===== src/rtl/tuner_i2c_pkg.sv =====
package tuner_i2c_pkg;
    localparam int BYTE_W = 8;

    typedef enum logic [2:0] {
        S_IDLE,
        S_ADDR,
        S_ACK_SETUP,
        S_ACK_SLOT,
        S_WR_DATA,
        S_RD_DATA,
        S_RD_ACK,
        S_IGNORE
    } bus_state_e;

    typedef enum logic [1:0] {
        ROLE_ANY,
        ROLE_FREQ_LO,
        ROLE_BAND
    } byte_role_e;
endpackage


===== src/rtl/i2c_line_sync.sv =====
module i2c_line_sync #(
    parameter int SYNC_STAGES = 2
) (
    input  logic clk,
    input  logic rst_n,
    input  logic scl_i,
    input  logic sda_i,
    output logic sda_s,
    output logic scl_rise,
    output logic scl_fall,
    output logic start_det,
    output logic stop_det
);
    localparam int PIPE_W = SYNC_STAGES + 1;

    logic [PIPE_W-1:0] scl_pipe;
    logic [PIPE_W-1:0] sda_pipe;
    logic scl_now, scl_prev, sda_prev;

    always_ff @(posedge clk or negedge rst_n) begin
        if (!rst_n) begin
            scl_pipe <= '1;
            sda_pipe <= '1;
        end else begin
            scl_pipe <= {scl_pipe[PIPE_W-2:0], scl_i};
            sda_pipe <= {sda_pipe[PIPE_W-2:0], sda_i};
        end
    end

    assign scl_now   = scl_pipe[SYNC_STAGES-1];
    assign scl_prev  = scl_pipe[SYNC_STAGES];
    assign sda_s     = sda_pipe[SYNC_STAGES-1];
    assign sda_prev  = sda_pipe[SYNC_STAGES];
    assign scl_rise  = scl_now & ~scl_prev;
    assign scl_fall  = ~scl_now & scl_prev;
    assign start_det = scl_now & scl_prev & sda_prev & ~sda_s;
    assign stop_det  = scl_now & scl_prev & ~sda_prev & sda_s;

    // START and STOP both need SDA to move, so they cannot coincide
    a_r11_start_stop_exclusive: assert property (@(posedge clk) disable iff (!rst_n)
        !(start_det && stop_det));
endmodule


===== src/rtl/tuner_reg_bank.sv =====
module tuner_reg_bank
    import tuner_i2c_pkg::*;
#(
    parameter int FREQ_W = 15
) (
    input  logic              clk,
    input  logic              rst_n,
    input  logic              seq_clr,
    input  logic              byte_stb,
    input  logic [BYTE_W-1:0] byte_val,
    output logic [FREQ_W-1:0] freq_q,
    output logic [BYTE_W-1:0] ctrl_q,
    output logic [BYTE_W-1:0] band_q
);
    localparam int HI_W = FREQ_W - BYTE_W;

    byte_role_e      role;
    logic [HI_W-1:0] hi_pend;

    always_ff @(posedge clk or negedge rst_n) begin
        if (!rst_n) begin
            role    <= ROLE_ANY;
            hi_pend <= '0;
            freq_q  <= '0;
            ctrl_q  <= '0;
            band_q  <= '0;
        end else if (seq_clr) begin
            role <= ROLE_ANY;
        end else if (byte_stb) begin
            unique case (role)
                ROLE_FREQ_LO: begin
                    freq_q <= {hi_pend, byte_val};
                    role   <= ROLE_ANY;
                end
                ROLE_BAND: begin
                    band_q <= byte_val;
                    role   <= ROLE_ANY;
                end
                default: begin
                    if (byte_val[BYTE_W-1]) begin
                        ctrl_q <= byte_val;
                        role   <= ROLE_BAND;
                    end else begin
                        hi_pend <= byte_val[HI_W-1:0];
                        role    <= ROLE_FREQ_LO;
                    end
                end
            endcase
        end
    end

    a_r3_freq_only_on_pair: assert property (@(posedge clk) disable iff (!rst_n)
        !$stable(freq_q) |-> $past(byte_stb && role == ROLE_FREQ_LO));
    a_r4_band_after_ctrl: assert property (@(posedge clk) disable iff (!rst_n)
        !$stable(band_q) |-> $past(byte_stb && role == ROLE_BAND));
    a_r8_start_clears_role: assert property (@(posedge clk) disable iff (!rst_n)
        seq_clr |=> role == ROLE_ANY);
endmodule


===== src/rtl/tuner_i2c_regs.sv =====
module tuner_i2c_regs
    import tuner_i2c_pkg::*;
#(
    parameter int          SEL_W       = 2,
    parameter logic [4:0]  ADDR_HI     = 5'b11000,
    parameter int          FREQ_W      = 15,
    parameter int          SYNC_STAGES = 2
) (
    input  logic              clk,
    input  logic              rst_n,
    input  logic              scl_i,
    input  logic              sda_i,
    input  logic [SEL_W-1:0]  hw_addr_sel,
    input  logic [BYTE_W-1:0] status_i,
    output logic              sda_pull_o,
    output logic [FREQ_W-1:0] freq_div_o,
    output logic [BYTE_W-1:0] ctrl_o,
    output logic [BYTE_W-1:0] band_o
);
    localparam int                CNT_W    = $clog2(BYTE_W);
    localparam logic [CNT_W-1:0]  LAST_BIT = CNT_W'(BYTE_W - 1);

    logic sda_s, scl_rise, scl_fall, start_det, stop_det;

    i2c_line_sync #(.SYNC_STAGES(SYNC_STAGES)) u_sync (
        .clk       (clk),
        .rst_n     (rst_n),
        .scl_i     (scl_i),
        .sda_i     (sda_i),
        .sda_s     (sda_s),
        .scl_rise  (scl_rise),
        .scl_fall  (scl_fall),
        .start_det (start_det),
        .stop_det  (stop_det)
    );

    bus_state_e        state, state_nx;
    logic [CNT_W-1:0]  bit_cnt;
    logic [BYTE_W-1:0] shreg;
    logic [BYTE_W-1:0] rx_byte;
    logic              is_read;
    logic              pull_q;
    logic              last_rise, addr_match, wr_byte_stb;

    assign rx_byte     = {shreg[BYTE_W-2:0], sda_s};
    assign last_rise   = scl_rise && (bit_cnt == LAST_BIT);
    assign addr_match  = (rx_byte[BYTE_W-1:1] == {ADDR_HI, hw_addr_sel});
    assign wr_byte_stb = (state == S_WR_DATA) && last_rise;

    // next state
    always_comb begin
        state_nx = state;
        if (start_det) begin
            state_nx = S_ADDR;
        end else if (stop_det) begin
            state_nx = S_IDLE;
        end else begin
            unique case (state)
                S_IDLE, S_IGNORE: state_nx = state;
                S_ADDR:      if (last_rise) state_nx = addr_match ? S_ACK_SETUP : S_IGNORE;
                S_WR_DATA:   if (last_rise) state_nx = S_ACK_SETUP;
                S_ACK_SETUP: if (scl_fall)  state_nx = S_ACK_SLOT;
                S_ACK_SLOT:  if (scl_fall)  state_nx = is_read ? S_RD_DATA : S_WR_DATA;
                S_RD_DATA:   if (scl_fall && bit_cnt == LAST_BIT) state_nx = S_RD_ACK;
                S_RD_ACK:    if (scl_rise)  state_nx = sda_s ? S_IGNORE : S_ACK_SLOT;
                default:     state_nx = S_IDLE;
            endcase
        end
    end

    // state register
    always_ff @(posedge clk or negedge rst_n) begin
        if (!rst_n) state <= S_IDLE;
        else        state <= state_nx;
    end

    // outputs and datapath
    always_ff @(posedge clk or negedge rst_n) begin
        if (!rst_n) begin
            bit_cnt <= '0;
            shreg   <= '0;
            is_read <= 1'b0;
            pull_q  <= 1'b0;
        end else if (start_det) begin
            bit_cnt <= '0;
            pull_q  <= 1'b0;
        end else if (stop_det) begin
            pull_q  <= 1'b0;
        end else begin
            unique case (state)
                S_ADDR, S_WR_DATA: begin
                    if (scl_rise) begin
                        shreg   <= rx_byte;
                        bit_cnt <= bit_cnt + 1'b1;
                        if (state == S_ADDR && bit_cnt == LAST_BIT) is_read <= sda_s;
                    end
                end
                S_ACK_SETUP: if (scl_fall) pull_q <= 1'b1;
                S_ACK_SLOT: begin
                    if (scl_fall) begin
                        bit_cnt <= '0;
                        if (is_read) begin
                            shreg  <= status_i;
                            pull_q <= ~status_i[BYTE_W-1];
                        end else begin
                            pull_q <= 1'b0;
                        end
                    end
                end
                S_RD_DATA: begin
                    if (scl_fall) begin
                        bit_cnt <= bit_cnt + 1'b1;
                        if (bit_cnt == LAST_BIT) begin
                            pull_q <= 1'b0;
                        end else begin
                            shreg  <= shreg << 1;
                            pull_q <= ~shreg[BYTE_W-2];
                        end
                    end
                end
                default: pull_q <= 1'b0;
            endcase
        end
    end

    assign sda_pull_o = pull_q;

    tuner_reg_bank #(.FREQ_W(FREQ_W)) u_bank (
        .clk      (clk),
        .rst_n    (rst_n),
        .seq_clr  (start_det),
        .byte_stb (wr_byte_stb),
        .byte_val (rx_byte),
        .freq_q   (freq_div_o),
        .ctrl_q   (ctrl_o),
        .band_q   (band_o)
    );

    a_r11_stop_releases: assert property (@(posedge clk) disable iff (!rst_n)
        stop_det |=> (state == S_IDLE) && !sda_pull_o);
    a_r8_start_to_addr: assert property (@(posedge clk) disable iff (!rst_n)
        start_det |=> state == S_ADDR);
    a_r2_ignore_quiet: assert property (@(posedge clk) disable iff (!rst_n)
        (state == S_IGNORE || state == S_IDLE) |-> !sda_pull_o);
    a_r9_master_ack_slot_free: assert property (@(posedge clk) disable iff (!rst_n)
        state == S_RD_ACK |-> !sda_pull_o);
    a_r6_ack_held_in_slot: assert property (@(posedge clk) disable iff (!rst_n)
        (state == S_ACK_SLOT && $past(state) == S_ACK_SETUP) |-> sda_pull_o);
endmodule


===== config.mk =====
export PLATFORM = sky130hd
export DESIGN_NAME = tuner_i2c_regs
export DESIGN_NICKNAME = d
export VERILOG_FILES = /design/src/rtl/tuner_i2c_pkg.sv /design/src/rtl/i2c_line_sync.sv /design/src/rtl/tuner_reg_bank.sv /design/src/rtl/tuner_i2c_regs.sv
export SDC_FILE = /design/constraint.sdc
export NUM_CORES = 1
export LEC_CHECK = 0
export ABC_CLOCK_PERIOD_IN_PS = 2850
export CAP_MARGIN = 25
export CORE_MARGIN = 4
export CORE_UTILIZATION = 50
export CTS_CLUSTER_SIZE = 20
export DETAILED_ROUTE_END_ITERATION = 10
export DONT_BUFFER_PORTS = 1
export PLACE_DENSITY_LB_ADDON = 0.12
export SYNTH_ARGS = -nofsm -noshare
export SYNTH_HDL_FRONTEND = slang
export SYNTH_SLANG_ARGS = --single-unit
export TNS_END_PERCENT = 50

===== constraint.sdc =====
create_clock -name clk -period 2.85 [get_ports clk]
set_input_delay 0.57 -clock clk [delete_from_list [all_inputs] [get_ports clk]]
set_output_delay 0.57 -clock clk [all_outputs]
set_load 0.03 [all_outputs]

==> impl_metrics.env, run 1 <==
export IMPL_status="completed"
export IMPL_netlist_top_cells_count="dfrtp_1, mux2_2, nand2_1, inv_1, a21oi_1"
export IMPL_cp_common_cell="ha_1"
export IMPL_crit_path_max_fanout=8
export IMPL_cts_tree="done"
export IMPL_synth_compound_area_frac=0.0775
export IMPL_cts_root_buf="clkbuf_8"
export IMPL_yosys_area_share_simple=0.100
export IMPL_area_growth_pct=10.5
export IMPL_synth_area_um2=2780
export IMPL_drc=0
export IMPL_synth_cells=215
export IMPL_period_minus_slack_ns=2.25
export IMPL_muxShareOfSynthArea=0.213
export IMPL_gp_congestion=0.863
export IMPL_grt_pass1_vias=1830
export IMPL_die_area_um2=6810
export IMPL_fin_nets=235
export IMPL_postRouteAntennaNets=0
export IMPL_r2r_start="bit_cnt[0]"
export IMPL_yosysSeqAreaShare=0.552
export IMPL_cts_buffer_depth=2
export IMPL_synth_cell_types=49
export IMPL_rsz0062_at_grt="no"
export IMPL_grt_pass1_wl_um=9380
export IMPL_finalSetupTns_ns=0
export IMPL_synth_adder_area_share=0.0180
export IMPL_placed_cell_area_um2=2820
export IMPL_fin_area_um2=3070
export IMPL_met2_length_um=2690
export IMPL_via_per_inst=5.88
export IMPL_synth_edf_count=0
export IMPL_antenna_cells=0
export IMPL_dr_total_vias=1718
export IMPL_postSynthAreaPerCell_um2=12.9
export IMPL_ys_dominant_reg_cell="dfrtp_1"
export IMPL_start_kind="register"
export IMPL_maxSlewHeadroom=0.622
export IMPL_top_layer="met4"
export IMPL_reg2reg_setup_slack_ns=0.60
export IMPL_critPathKind="register to register"
export IMPL_io_buffers=0
export IMPL_yosysTopAreaCell="dfrtp_1"
export IMPL_ioPinCount=46
export IMPL_leakagePower_nw=1.47
export IMPL_finalHoldViolCount=0
export IMPL_detail_route_wirelength_um=5740
export IMPL_hpwl_um=3890
export IMPL_cts_sinks=61
export IMPL_period_share=0.790
export IMPL_grt_antenna_before_repair=0
export IMPL_drt_initial_drc_count=75
export IMPL_htree_levels=3
export IMPL_die_width_um=82.5
export IMPL_cts_repair_resized=0
export IMPL_cap_viol_max_count=0
export IMPL_power_density_nw_per_um2=861
export IMPL_fin_util=0.586
export IMPL_dp_cells=275
export IMPL_wl_met1_um=2530
export IMPL_cts_buffers=9
export IMPL_syn_num_nets=233
export IMPL_synth_xor_area_frac=0.00946
export IMPL_path_cells="ha_1 > ha_1 > and4bb_2 > and3_1 > nand2_1 > mux2_2"
export IMPL_power_mw=2.64
export IMPL_synth_top_area_share=0.495
export IMPL_hold_class="primary input to async pin"
export IMPL_fin_skew_ns=0.00617
export IMPL_wl_per_cell_um=19.7
export IMPL_grt_usage=0.191
export IMPL_reg2reg_to="u_bank.band_q[3]"
export IMPL_drv_slew=0
export IMPL_async_flop_share=1.00
export IMPL_cts_setup_buffers=0
export IMPL_synth_area_leaders="dfrtp_1, mux2_2, dfstp_2, ha_1, mux2i_1"
export IMPL_layoutNonFillerInstCount=292
export IMPL_clk_latency_ns=0.32
export IMPL_hold_buffers=1
export IMPL_cp_slowest_cell="dfrtp_1"
export IMPL_start_util=0.530
export IMPL_worstMarginPinSlew_ns=0.562
export IMPL_clkSlewWorstSetupHoldPaths_ns=0.07
export IMPL_synth_top_family_by_area="multiplexers"
export IMPL_yosysWarnings=0
export IMPL_drive_gt1_frac=0.338
export IMPL_end_kind="register"
export IMPL_grt_max_degree=56
export IMPL_r2r_cells=6
export IMPL_irDropWorstVdd_v=0.000367
export IMPL_dr_pass1_iters=4
export IMPL_ys_ff_latch=61
export IMPL_fp_dieH_um=82.5
export IMPL_post_synth_top_count_cell="dfrtp_1"
export IMPL_setup_violations=0
export IMPL_core_um2=5240
export IMPL_wl_met3_um=446
export IMPL_row_count=26
export IMPL_max_stage_delay_ns=0.40
export IMPL_overflow=0
export IMPL_fmax_mhz=444
export IMPL_cp_required_ns=3.06
export IMPL_cp_arrival_ns=2.46
[kinds of logic after synthesis]
kind of cell,count (synthesis)
flip-flops,61
buffers and inverters,19
XOR/XNOR,3
adder cells (fa/ha/maj),4
AND/OR/NAND/NOR,45
AO/OA/AOI/OAI,30
multiplexers,53
[layout by cell type, fill, tap and decap left out, types with 3 or more instances in the layout]
cell type  count
mux2i_1        5
inv_1          8
clkbuf_8      11
dfstp_2        6
o211ai_1       3
ha_1           4
nor2_1         4
and3b_1        3
dfrtp_1       55
nand3_1        4
a21oi_1        7
mux2_2        48
nor2b_1        4
o21ai_0        5
nand2_1       10
[power by group]
part / internal (mW) / total, mW / switching [mW]
registers: 0.977 / 1.19 / 0.217
clock network: 0.541 / 0.858 / 0.316
logic: 0.294 / 0.591 / 0.297
[how the worst max path moves through the flow]
stage | from | end | depth (start not counted)
finish | bit_cnt[0] | u_bank.band_q[3] | 6
global route | bit_cnt[0] | u_bank.band_q[1] | 6
CTS | bit_cnt[0] | u_bank.band_q[3] | 6
detailed placement | bit_cnt[0] | u_bank.band_q[3] | 6
global placement | bit_cnt[0] | u_bank.band_q[2] | 6
floorplan | bit_cnt[0] | u_bank.freq_q[10] | 8
[critical path, delay by kind of cell, from the launching register on]
family / cells / cell delay, ns
adder cells (fa/ha/maj): 2 / 0.43
flip-flops: 1 / 0.40
AND/OR/NAND/NOR: 3 / 0.93
multiplexers: 1 / 0.39
[metrics by stage]
stage	hold WS [ns]	setup slack, ns
3_3_place_gp	0.276	0.694
6_report	0.0886	0.598
3_5_place_dp	0.276	0.616
5_1_grt	0.0558	0.506
2_1_floorplan	0.274	0.740
4_1_cts	0.0645	0.608
[metal layers]
metal / vias to the layer above / global-route usage
li1: 783 / -
met1: 866 / 0.246
met2: 63 / 0.288
met3: 6 / 0.0629
met4: 0 / 0.0997
met5: - / 0
[sequential cells by signal, indices dropped and copies added, names as in the netlist, 7 cells and up]
register,flops
shreg,7
u_bank.freq_q,15
u_bank.ctrl_q,8
u_bank.hi_pend,7
u_bank.band_q,8
[layout make-up]
cell class                      count  area (µm²)
Timing Repair Buffer                1        27.5
Clock buffer                       13         159
Tap cell                           70        87.6
Inverter                            9        33.8
Clock inverter                      3        67.6
Sequential cell                    61        1530
Fill cell                         417        2170
Multi-Input combinational cell    135        1160
Note: power is estimated with default switching activity, not from simulation.
==> run 2, diff against run 1 <==
--- a/config.mk
+++ b/config.mk
@@ -5,7 +5,7 @@
 export SDC_FILE = /design/constraint.sdc
 export NUM_CORES = 1
 export LEC_CHECK = 0
-export ABC_CLOCK_PERIOD_IN_PS = 2850
+export ABC_CLOCK_PERIOD_IN_PS = 2250
 export CAP_MARGIN = 25
 export CORE_MARGIN = 4
 export CORE_UTILIZATION = 50
==> constraint.sdc (replaced) <==
create_clock -name clk -period 2.25 [get_ports clk]
set_input_delay 0.45 -clock clk [delete_from_list [all_inputs] [get_ports clk]]
set_output_delay 0.45 -clock clk [all_outputs]
set_load 0.03 [all_outputs]
==> run 2 against run 1 <==
  * Global-route usage down 0.14 points
  * First-iteration DRC count up 68%
  * Clock skew about the same
  * Combinational power up 40%
  * Critical endpoint is now u_bank.freq_q[2]
  * Fmax up 7.8%
  * Final area up 2.7%
  * Worst hold slack better by 0.027 ns
  * Sequential power up 26%
  * Non-clock buffer count up 9
  * Via count down 0.41%
  * Utilization up 1.6 points
  * Total power up 29%
==> impl_metrics.env, run 2 (same netlist as run 1, synthesis figures left out) <==
export IMPL_drive_gt1_frac=0.365
export IMPL_fin_area_um2=3150
export IMPL_combPwrFrac=0.243
export IMPL_postRouteAntennaNets=0
export IMPL_period_minus_slack_ns=2.09
export IMPL_cts_sinks=61
export IMPL_placed_cell_area_um2=2890
export IMPL_start_kind="register"
export IMPL_clkSlewWorstSetupHoldPaths_ns=0.06
export IMPL_clock_power_share=0.318
export IMPL_worstMarginPinSlew_ns=0.497
export IMPL_fmax_mhz=479
export IMPL_critPathKind="register to register"
export IMPL_top_regs="u_bank.freq_q x15, u_bank.band_q x8, u_bank.ctrl_q x8"
export IMPL_cp_required_ns=2.46
export IMPL_rsz0062_at_grt="yes"
export IMPL_io_buffers=0
export IMPL_irDropWorstVdd_v=0.000595
export IMPL_pre_cts_slack_ns=0.0528
export IMPL_fp_dieH_um=82.5
export IMPL_drt_initial_drc_count=126
export IMPL_grt_max_degree=62
export IMPL_cap_viol_max_count=0
export IMPL_seqPwrFrac=0.439
export IMPL_core_um2=5240
export IMPL_power_mw=3.42
export IMPL_grt_pass1_wl_um=9440
export IMPL_hold_class="primary input to register"
export IMPL_grt_pass1_vias=1807
export IMPL_grt_usage=0.190
export IMPL_final_cell_mix="dfrtp_1, mux2_2, clkbuf_8, nand2_1, inv_1"
export IMPL_drv_slew=0
export IMPL_clk_latency_ns=0.33
export IMPL_drc=0
export IMPL_cts_tree="done"
export IMPL_cp_arrival_ns=2.30
export IMPL_cts_setup_buffers=0
export IMPL_end_kind="register"
export IMPL_power_density_nw_per_um2=1080
export IMPL_leakagePower_nw=1.52
export IMPL_dr_total_vias=1711
export IMPL_overflow=0
export IMPL_grt_antenna_before_repair=0
export IMPL_antenna_cells=0
export IMPL_ioPinCount=46
export IMPL_largest_register="u_bank.freq_q"
export IMPL_p_switching_mw=1.06
export IMPL_cts_buffers=9
export IMPL_htree_levels=3
export IMPL_crit_path_max_fanout=15
export IMPL_setup_violations=0
export IMPL_fin_skew_ns=0.00658
export IMPL_nFillCells=406
export IMPL_gp_congestion=0.913
export IMPL_p_sw_frac=0.312
export IMPL_die_width_um=82.5
export IMPL_status="completed"
export IMPL_dr_pass1_iters=4
export IMPL_fin_util=0.602
export IMPL_start_util=0.530
export IMPL_fin_nets=244
export IMPL_hpwl_um=3840
export IMPL_wl_per_cell_um=18.5
export IMPL_power_internal_mw=2.35
export IMPL_via_per_inst=5.70
export IMPL_finalHoldViolCount=0
export IMPL_setup_ws_ns=0.160
export IMPL_detail_route_wirelength_um=5540
export IMPL_cts_root_buf="clkbuf_8"
export IMPL_largest_register_ffs=15
export IMPL_area_growth_pct=13.5
export IMPL_row_count=26
export IMPL_die_area_um2=6810
export IMPL_cts_buffer_depth=2
export IMPL_maxSlewHeadroom=0.669
export IMPL_final_common_cell="dfrtp_1"
export IMPL_period_share=0.929
==> run 2: changes by cell type in the layout (fill, tap and decap cells not counted), sizes merged <==
| cell | before | now |
|---|---|---|
| clkbuf | 13 | 12 |
| dlygate4sd3 | 0 | 1 |
| clkinv | 1 | 2 |
| clkinvlp | 1 | 0 |
| buf | 1 | 9 |
==> run 2: what timing repair did <==
action | 4_1_cts | 5_1_grt
setup endpoints to repair | 0 | 8
hold buffers | 2 | 0
endpoints found under the hold margin | 61 | 0
resized for setup | 0 | 1
==> run 2: layer usage <==
metal / routed length, µm / GRT usage / part of all wire
met5: 0 / 0 / 0
met2: 2490 / 0.274 / 0.45
met1: 2570 / 0.259 / 0.46
met4: 78 / 0.0931 / 0.014
met3: 403 / 0.0575 / 0.073
==> run 2: worst paths after layout <==
path	end	depth (start not counted)	from	slack [ns]
max in group asynchronous	u_sync.sda_pipe[2]	2	rst_n	1.29
hold / removal	u_sync.sda_pipe[0]	0	sda_i	0.12
hold reg to reg	u_sync.scl_pipe[1]	0	u_sync.scl_pipe[0]	0.36
setup reg to reg	u_bank.freq_q[2]	7	bit_cnt[0]	0.16
setup / recovery	u_bank.freq_q[2]	7	bit_cnt[0]	0.16
min in group asynchronous	u_bank.hi_pend[6]	2	rst_n	0.65
==> run 2: power groups by stage <==
stage                     sequential [mW]  combinational, mW  clock (mW)
final                                1.50              0.830        1.09
after global routing                 1.54              0.938        1.16
after CTS                            1.50              0.834        1.11
after detailed placement             1.52              0.800           0
after global placement               1.51              0.787           0
after floorplan                      1.38              0.698           0
==> run 2: layout make-up <==
type	count	area, µm²	area share
inverter	9	33.8	0.0107
timing repair buffer	10	110	0.0349
clock inverter	3	68.8	0.0218
multi-input combinational	135	1160	0.369
clock buffer	12	155	0.0492
sequential	61	1530	0.487
tap	70	87.6	0.0278
==> run 2: stage by stage <==
stage                     hold WS (ns)  cells  TNS [ns]
final                            0.115    300         0
after global routing            0.0921    300   -0.0126
after CTS                       0.0968    300         0
after detailed placement         0.156    283         0
after global placement           0.156    283         0
after floorplan                  0.154    215         0
==> run 2: worst max-delay path, cell delays in order, from the launching register on <==
cell and delay [ns]:
dfrtp_1 0.39, ha_1 0.20, ha_1 0.22, and4bb_2 0.25
and3_1 0.28, nand2_2 0.13, buf_12 0.15, mux2_2 0.35
